`src/rtl/nirq_pkg.sv`:
```
package nirq_pkg;
    typedef enum logic [1:0] {
        TRIG_HIGH = 2'd0,
        TRIG_LOW  = 2'd1,
        TRIG_RISE = 2'd2,
        TRIG_FALL = 2'd3
    } trig_e;

    typedef enum logic [1:0] {
        ST_IDLE = 2'd0,
        ST_REQ  = 2'd1,
        ST_SVC  = 2'd2
    } ctl_st_e;

    localparam int CFG_MODE_LSB = 4;
endpackage

```
`src/rtl/irq_src_cell.sv`:
```
module irq_src_cell
    import nirq_pkg::*;
#(
    parameter int PRIO_W = 3,
    parameter int VEC_W  = 24
) (
    input  logic              clk,
    input  logic              rst_n,
    input  logic              src,
    input  logic              cfg_we,
    input  logic [PRIO_W-1:0] cfg_prio,
    input  logic [1:0]        cfg_mode,
    input  logic [VEC_W-1:0]  cfg_vec,
    input  logic              en_set,
    input  logic              en_clr,
    input  logic              ack_clr,
    output logic              pend,
    output logic [PRIO_W-1:0] prio,
    output logic [VEC_W-1:0]  vec
);
    trig_e             mode_q;
    logic [PRIO_W-1:0] prio_q;
    logic [VEC_W-1:0]  vec_q;
    logic              en_q, src_q, edge_q, edge_hit, raw;

    always_comb begin
        unique case (mode_q)
            TRIG_RISE: edge_hit = src & ~src_q;
            TRIG_FALL: edge_hit = ~src & src_q;
            default:   edge_hit = 1'b0;
        endcase
        unique case (mode_q)
            TRIG_HIGH: raw = src;
            TRIG_LOW:  raw = ~src;
            default:   raw = edge_q;
        endcase
    end

    always_ff @(posedge clk or negedge rst_n) begin
        if (!rst_n) begin
            mode_q <= TRIG_HIGH;
            prio_q <= '0;
            vec_q  <= '0;
            en_q   <= 1'b0;
            src_q  <= 1'b0;
            edge_q <= 1'b0;
        end else begin
            if (cfg_we) begin
                prio_q <= cfg_prio;
                mode_q <= trig_e'(cfg_mode);
                vec_q  <= cfg_vec;
            end
            if (en_set)      en_q <= 1'b1;
            else if (en_clr) en_q <= 1'b0;
            src_q  <= src;
            edge_q <= (edge_q & ~ack_clr) | edge_hit;
        end
    end

    assign pend = en_q & raw;
    assign prio = prio_q;
    assign vec  = vec_q;

    // an acknowledged edge with no fresh edge leaves nothing latched
    p_edge_clear_r7: assert property (@(posedge clk) disable iff (!rst_n)
        (ack_clr && (mode_q == TRIG_RISE || mode_q == TRIG_FALL) && !edge_hit) |=> !edge_q);
endmodule

```
`src/rtl/irq_prio_arb.sv`:
```
module irq_prio_arb #(
    parameter int NUM_SRC = 8,
    parameter int PRIO_W  = 3,
    localparam int SRC_W  = (NUM_SRC > 1) ? $clog2(NUM_SRC) : 1
) (
    input  logic [NUM_SRC-1:0]             req,
    input  logic [NUM_SRC-1:0][PRIO_W-1:0] prio,
    output logic                           win_valid,
    output logic [SRC_W-1:0]               win_idx,
    output logic [PRIO_W-1:0]              win_prio
);
    always_comb begin
        win_valid = 1'b0;
        win_idx   = '0;
        win_prio  = '0;
        // scanning downward with >= lets the lower index win ties
        for (int i = NUM_SRC - 1; i >= 0; i--) begin
            if (req[i] && (!win_valid || prio[i] >= win_prio)) begin
                win_valid = 1'b1;
                win_idx   = SRC_W'(i);
                win_prio  = prio[i];
            end
        end
    end
endmodule

```
`src/rtl/irq_level_stack.sv`:
```
module irq_level_stack #(
    parameter int DEPTH  = 8,
    parameter int LVL_W  = 3,
    localparam int IDX_W = (DEPTH > 1) ? $clog2(DEPTH) : 1,
    localparam int CNT_W = $clog2(DEPTH + 1)
) (
    input  logic             clk,
    input  logic             rst_n,
    input  logic             push,
    input  logic [LVL_W-1:0] push_lvl,
    input  logic             pop,
    output logic             empty,
    output logic [LVL_W-1:0] top_lvl,
    output logic [CNT_W-1:0] depth
);
    logic [LVL_W-1:0] lvl_q [DEPTH];
    logic [CNT_W-1:0] depth_q;
    logic             full;

    assign full    = (depth_q == CNT_W'(DEPTH));
    assign empty   = (depth_q == '0);
    assign depth   = depth_q;
    assign top_lvl = empty ? '0 : lvl_q[IDX_W'(depth_q - 1'b1)];

    always_ff @(posedge clk or negedge rst_n) begin
        if (!rst_n) begin
            depth_q <= '0;
            for (int i = 0; i < DEPTH; i++) lvl_q[i] <= '0;
        end else if (push && !full) begin
            lvl_q[depth_q[IDX_W-1:0]] <= push_lvl;
            depth_q <= depth_q + 1'b1;
        end else if (pop && !empty) begin
            depth_q <= depth_q - 1'b1;
        end
    end

    p_no_overflow_r10: assert property (@(posedge clk) disable iff (!rst_n)
        push |-> !full);
    p_no_underflow_r8: assert property (@(posedge clk) disable iff (!rst_n)
        pop |-> !empty);
endmodule

```
`src/rtl/nest_irq_ctrl.sv`:
```
module nest_irq_ctrl
    import nirq_pkg::*;
#(
    parameter int NUM_SRC  = 8,
    parameter int NUM_PRIO = 8,
    parameter int VEC_W    = 24,
    parameter int DATA_W   = 32,
    parameter int ADDR_W   = 4
) (
    input  logic               clk,
    input  logic               rst_n,
    input  logic [NUM_SRC-1:0] irq_src,
    input  logic               bus_wr,
    input  logic               bus_rd,
    input  logic [ADDR_W-1:0]  bus_addr,
    input  logic [DATA_W-1:0]  bus_wdata,
    output logic [DATA_W-1:0]  bus_rdata,
    output logic               irq_n
);
    localparam int PRIO_W     = (NUM_PRIO > 1) ? $clog2(NUM_PRIO) : 1;
    localparam int SRC_W      = (NUM_SRC > 1) ? $clog2(NUM_SRC) : 1;
    localparam int CNT_W      = $clog2(NUM_PRIO + 1);
    localparam int VEC_LSB    = DATA_W - VEC_W;
    localparam int ADDR_VEC   = NUM_SRC;
    localparam int ADDR_EOI   = NUM_SRC + 1;
    localparam int ADDR_ENSET = NUM_SRC + 2;
    localparam int ADDR_ENCLR = NUM_SRC + 3;

    logic [NUM_SRC-1:0]             pend, ack_clr;
    logic [NUM_SRC-1:0][PRIO_W-1:0] prio_arr;
    logic [VEC_W-1:0]               vec_arr [NUM_SRC];
    logic                           win_valid, eligible, ack_fire, eoi_fire;
    logic                           en_set_wr, en_clr_wr, stk_empty;
    logic [SRC_W-1:0]               win_idx;
    logic [PRIO_W-1:0]              win_prio, top_lvl;
    logic [CNT_W-1:0]               stk_depth;
    ctl_st_e                        state_q, state_d;

    assign en_set_wr = bus_wr && (bus_addr == ADDR_W'(ADDR_ENSET));
    assign en_clr_wr = bus_wr && (bus_addr == ADDR_W'(ADDR_ENCLR));

    for (genvar g = 0; g < NUM_SRC; g++) begin : g_src
        irq_src_cell #(.PRIO_W(PRIO_W), .VEC_W(VEC_W)) u_cell (
            .clk      (clk),
            .rst_n    (rst_n),
            .src      (irq_src[g]),
            .cfg_we   (bus_wr && (bus_addr == ADDR_W'(g))),
            .cfg_prio (bus_wdata[PRIO_W-1:0]),
            .cfg_mode (bus_wdata[CFG_MODE_LSB +: 2]),
            .cfg_vec  (bus_wdata[VEC_LSB +: VEC_W]),
            .en_set   (en_set_wr && bus_wdata[g]),
            .en_clr   (en_clr_wr && bus_wdata[g]),
            .ack_clr  (ack_clr[g]),
            .pend     (pend[g]),
            .prio     (prio_arr[g]),
            .vec      (vec_arr[g])
        );
        assign ack_clr[g] = ack_fire && (win_idx == SRC_W'(g));
    end

    irq_prio_arb #(.NUM_SRC(NUM_SRC), .PRIO_W(PRIO_W)) u_arb (
        .req       (pend),
        .prio      (prio_arr),
        .win_valid (win_valid),
        .win_idx   (win_idx),
        .win_prio  (win_prio)
    );

    assign eligible = win_valid && (stk_empty || win_prio > top_lvl);
    assign ack_fire = bus_rd && (bus_addr == ADDR_W'(ADDR_VEC)) && eligible;
    assign eoi_fire = bus_wr && (bus_addr == ADDR_W'(ADDR_EOI)) && !stk_empty;

    irq_level_stack #(.DEPTH(NUM_PRIO), .LVL_W(PRIO_W)) u_stack (
        .clk      (clk),
        .rst_n    (rst_n),
        .push     (ack_fire),
        .push_lvl (win_prio),
        .pop      (eoi_fire),
        .empty    (stk_empty),
        .top_lvl  (top_lvl),
        .depth    (stk_depth)
    );

    assign bus_rdata = ack_fire ? DATA_W'(vec_arr[win_idx]) : '0;

    // Transitions: acknowledge, retire, raise, settle
    always_comb begin
        if (ack_fire)
            state_d = ST_SVC;
        else if (eoi_fire)
            state_d = (stk_depth == CNT_W'(1)) ? ST_IDLE : ST_SVC;
        else if (eligible)
            state_d = ST_REQ;
        else
            state_d = stk_empty ? ST_IDLE : ST_SVC;
    end

    always_ff @(posedge clk or negedge rst_n) begin
        if (!rst_n) state_q <= ST_IDLE;
        else        state_q <= state_d;
    end

    always_comb begin
        unique case (state_q)
            ST_REQ:  irq_n = 1'b0;
            ST_IDLE: irq_n = 1'b1;
            ST_SVC:  irq_n = 1'b1;
            default: irq_n = 1'b1;
        endcase
    end

    p_req_only_eligible_r4: assert property (@(posedge clk) disable iff (!rst_n)
        !irq_n |-> $past(eligible));
    p_ack_release_r5: assert property (@(posedge clk) disable iff (!rst_n)
        ack_fire |=> irq_n);
    p_eoi_empty_r8: assert property (@(posedge clk) disable iff (!rst_n)
        (bus_wr && bus_addr == ADDR_W'(ADDR_EOI) && stk_empty) |=> stk_empty);
    p_pop_one_r8: assert property (@(posedge clk) disable iff (!rst_n)
        eoi_fire |=> stk_depth == CNT_W'($past(stk_depth) - 1'b1));
endmodule

```
`config.mk`:
```
export PLATFORM = sky130hd
export DESIGN_NAME = nest_irq_ctrl
export DESIGN_NICKNAME = d
export VERILOG_FILES = /design/src/rtl/nirq_pkg.sv /design/src/rtl/irq_src_cell.sv /design/src/rtl/irq_prio_arb.sv /design/src/rtl/irq_level_stack.sv /design/src/rtl/nest_irq_ctrl.sv
export SDC_FILE = /design/constraint.sdc
export NUM_CORES = 1
export LEC_CHECK = 0
export BUFFER_PORTS_ARGS = -buffer_cell sky130_fd_sc_hd__buf_2
export CORE_UTILIZATION = 55
export CTS_CLUSTER_SIZE = 28
export DETAILED_ROUTE_END_ITERATION = 16
export HOLD_SLACK_MARGIN = 0.12
export PLACE_DENSITY = 0.76
export SYNTH_ARGS = -nofsm -noshare
export SYNTH_HDL_FRONTEND = slang
export SYNTH_SLANG_ARGS = --single-unit
```
`constraint.sdc`:
```
create_clock -name clk -period 18.1 [get_ports clk]
set_input_delay 2.715 -clock clk [delete_from_list [all_inputs] [get_ports clk]]
set_output_delay 2.715 -clock clk [all_outputs]
set_load 0.05 [all_outputs]
```
==> flow_metrics.tcl <==
set metrics [dict create \
    status "finished, final reports clean" \
    arrival_ns 14.62 \
    syn2layout_area_growth_pct 13.3 \
    cp-start-kind "input port" \
    dieArea_um2 26500 \
    dp_hpwl_mm 20.9 \
    end_kind "primary output" \
    totalWireLength_mm 34.4 \
    holdCritPathClass "register to register" \
    clkTransAtPathRegs_ns 0.06 \
    synthCells 1146 \
    fmax_mhz 57.7 \
    worstSkewPairLatency_ns 0.58 \
    track_usage_pct 26.7 \
    r2r_start "g_src[7].u_cell.mode_q[0]" \
    cts_buffers 30 \
    hp-start "g_src[6].u_cell.edge_q" \
    placementRows 58 \
    drtIter0Drc 643 \
    skew_ns 0.0192 \
    yosys-top-cells-area "dfrtp_1 (50%), mux2_2 (20%), ha_1 (2.4%)" \
    num_io_pins 81 \
    avgSynthCellArea_um2 12.4 \
    dr_wl_met3_mm 1.72 \
    crit_path_max_fanout 28 \
    yosysTopAreaCell "dfrtp_1" \
    ys_seq_area_share_pct 50.4 \
    synth_warnings 0 \
    clkSinkCount 286 \
    port_buffers 72 \
    critical_path_class "input port to primary output" \
    powerDensity_nw_per_um2 161 \
    synth_flop_cell "dfrtp_1" \
    tightest_slew_ns 1.19 \
    seqCellArea_um2 7160 \
    critPathLaunch "irq_src[7]" \
    grt_max_degree 81 \
    timing.final.crit_share_pct 95.8 \
    viasPerCell 6.30 \
    final_antenna_net_count 0 \
    gp_congestion 0.919 \
    grt_pass1_wl_mm 54.9 \
    grt_antenna_before_repair 1 \
    wl_met2_mm 16.7 \
    clock_path_buffers 3 \
    drv_slew 0 \
    vias 9894 \
    drv_cap 0 \
    synth_top_area_share_pct 50.4 \
    hold_viol 0 \
    htree_levels 1 \
    cp_slowest_stage_delay_ns 0.43 \
    first_pass_iters 4 \
    multiInputGateArea_um2 6710 \
    finalCriticalPeriod_ns 17.34 \
    dp_slack_ns -0.259 \
    crit_required_ns 15.39 \
    detail_route.wl_per_cell_um 21.9 \
    root_buffer "clkbuf_16" \
    core-area_um2 25300 \
    die_x_um 163 \
    tns_ns 0 \
    fillers 1929 \
    synth_cell_types 75 \
    overflow 0 \
    start_util_pct 56.3 \
    drive_above_1_share_pct 37.9 \
    crit_top_cell "a21o_1" \
    top_layer "met4" \
    drc_errors 0 \
    nets 1290 \
    setup_viol 0 \
    grt_pass1_vias 10100 \
    wl_met1_mm 14.8 \
    slowest_stage "mux2i_4" \
    ir_worst_vdd_mv 0.125 \
    fin_ws_ns 0.761 \
    relSlewSlack_pct 20.5 \
    die_y_um 163 \
    async_flop_share_pct 100 \
    ys_seq_elements 286 \
    syn-cell-area_um2 14200 \
    power.leakage_nw 7.09 \
    synth_edf_count 0 \
    cts_tree "yes" \
]
==> kinds of logic (layout without fill, tap and decap cells) <==
kind of cell	after synthesis	after routing	synth area share [%]
AO/OA/AOI/OAI	238	238	13.5
XOR/XNOR	10	10	0.616
adder cells (fa/ha/maj)	27	27	2.38
buffers and inverters	100	185	3.33
flip-flops	286	286	50.4
multiplexers	271	271	21.9
other	1	9	0.0264
AND/OR/NAND/NOR	213	214	7.94
==> per-stage QoR <==
step | hold slack (ns) | utilization (%) | instance area [um2] | std cells | power, W
2_1_floorplan | 0.457 | - | 14200 | 1153 | 0.00162
6_report | 0.494 | 63.8 | 16100 | 1570 | 0.00259
5_1_grt | 0.511 | 63.7 | 16100 | 1569 | 0.00272
4_1_cts | 0.499 | 63.1 | 15900 | 1561 | 0.00256
3_5_place_dp | 0.482 | 58.8 | 14800 | 1504 | 0.00190
3_3_place_gp | 0.474 | 58.8 | 14800 | 1504 | 0.00187
==> path summary, 6_finish.rpt <==
kind	to	slack, ns	depth (start not counted)
worst max register to register	u_stack.lvl_q[10]	5.88	56
max in group asynchronous	g_src[5].u_cell.vec[3]	13.78	3
worst max-delay path	bus_rdata[15]	0.76	61
worst min register to register	g_src[6].u_cell.edge_q	0.49	1
worst min-delay path	g_src[6].u_cell.edge_q	0.49	1
min in group asynchronous	g_src[5].u_cell.src_q	2.12	1
==> critical path, delay by kind of cell <==
family	cells	cell delay, ns
buffers and inverters	3	0.57
AO/OA/AOI/OAI	33	5.94
AND/OR/NAND/NOR	13	1.79
multiplexers	3	1.10
adder cells (fa/ha/maj)	8	2.22
XOR/XNOR	1	0.24
==> area by class of cell <==
cell class	instances	share of cell area (%)
clock buffer	45	5.70
antenna	1	0.0155
clock inverter	11	1.01
multi-input combinational	768	41.7
tap	330	2.56
inverter	27	0.629
timing repair buffer	102	3.98
sequential	286	44.5
==> layout by cell type (no fill, tap or decap), types with 4 or more instances in the layout <==
| master | n |
|---|---|
| a21boi_1 | 9 |
| a211oi_2 | 12 |
| nand3_1 | 13 |
| nor2_1 | 55 |
| clkinv_2 | 4 |
| dfrtp_1 | 286 |
| a211o_1 | 6 |
| a21oi_2 | 8 |
| nand2b_1 | 28 |
| xor2_1 | 9 |
| a21oi_1 | 9 |
| clkbuf_8 | 11 |
| clkbuf_1 | 4 |
| nor3_1 | 23 |
| nand3b_1 | 7 |
| o221ai_1 | 20 |
| mux2i_1 | 15 |
| o21a_1 | 6 |
| mux2_2 | 249 |
| buf_4 | 27 |
| nor2b_1 | 4 |
| a21o_1 | 11 |
| a221o_1 | 17 |
| clkbuf_16 | 30 |
| nor2_4 | 5 |
| nand2_1 | 38 |
| inv_1 | 27 |
| o211ai_1 | 5 |
| nand4_1 | 4 |
| nor3b_1 | 17 |
| o32ai_1 | 12 |
| a22o_1 | 14 |
| o21ai_0 | 34 |
| conb_1 | 8 |
| ha_1 | 27 |
| mux4_2 | 6 |
| o22ai_1 | 15 |
| o21ai_1 | 19 |
| buf_2 | 68 |
==> power breakdown <==
part / total, W / internal [W] / switching (W)
Clock: 0.000652 / 0.000393 / 0.000259
Sequential: 0.000889 / 0.000789 / 0.000100
Combinational: 0.00104 / 0.000394 / 0.000649
Total: 0.00259 / 0.00158 / 0.00101
==> cell usage after synthesis (17+ instances only) <==
cell type,instances
dfrtp_1,286
mux2_2,249
nor2_1,58
nand2_1,38
o21ai_0,34
clkbuf_1,29
nand2b_1,28
ha_1,27
inv_1,27
nor3_1,23
o221ai_1,20
nor3b_1,19
o21ai_1,19
a221o_1,17
==> metal layers <==
metal | track usage [%] | vias to the layer above
li1 | - | 4396
met4 | 10.6 | 0
met2 | 44.2 | 290
met3 | 3.39 | 96
met1 | 35.7 | 5112
met5 | 0 | -
==> registers in the layout (all words and copies together), names as in the netlist <==
name and count:
g_src.u_cell.mode_q 16, u_stack.lvl_q 24, g_src.u_cell.prio 24, g_src.u_cell.edge_q 8
g_src.u_cell.vec 192, u_stack.depth 4, state_q 2, g_src.u_cell.en_q 8
g_src.u_cell.src_q 8
==> what timing repair did <==
action	4_1_cts	5_1_grt
gates cloned	1	0
buffers inserted	0	8
hold buffers	0	0
pin swaps	1	7
gates resized for setup	1	18
endpoints found under the setup margin	24	24
(Power assumes the default switching activity.)
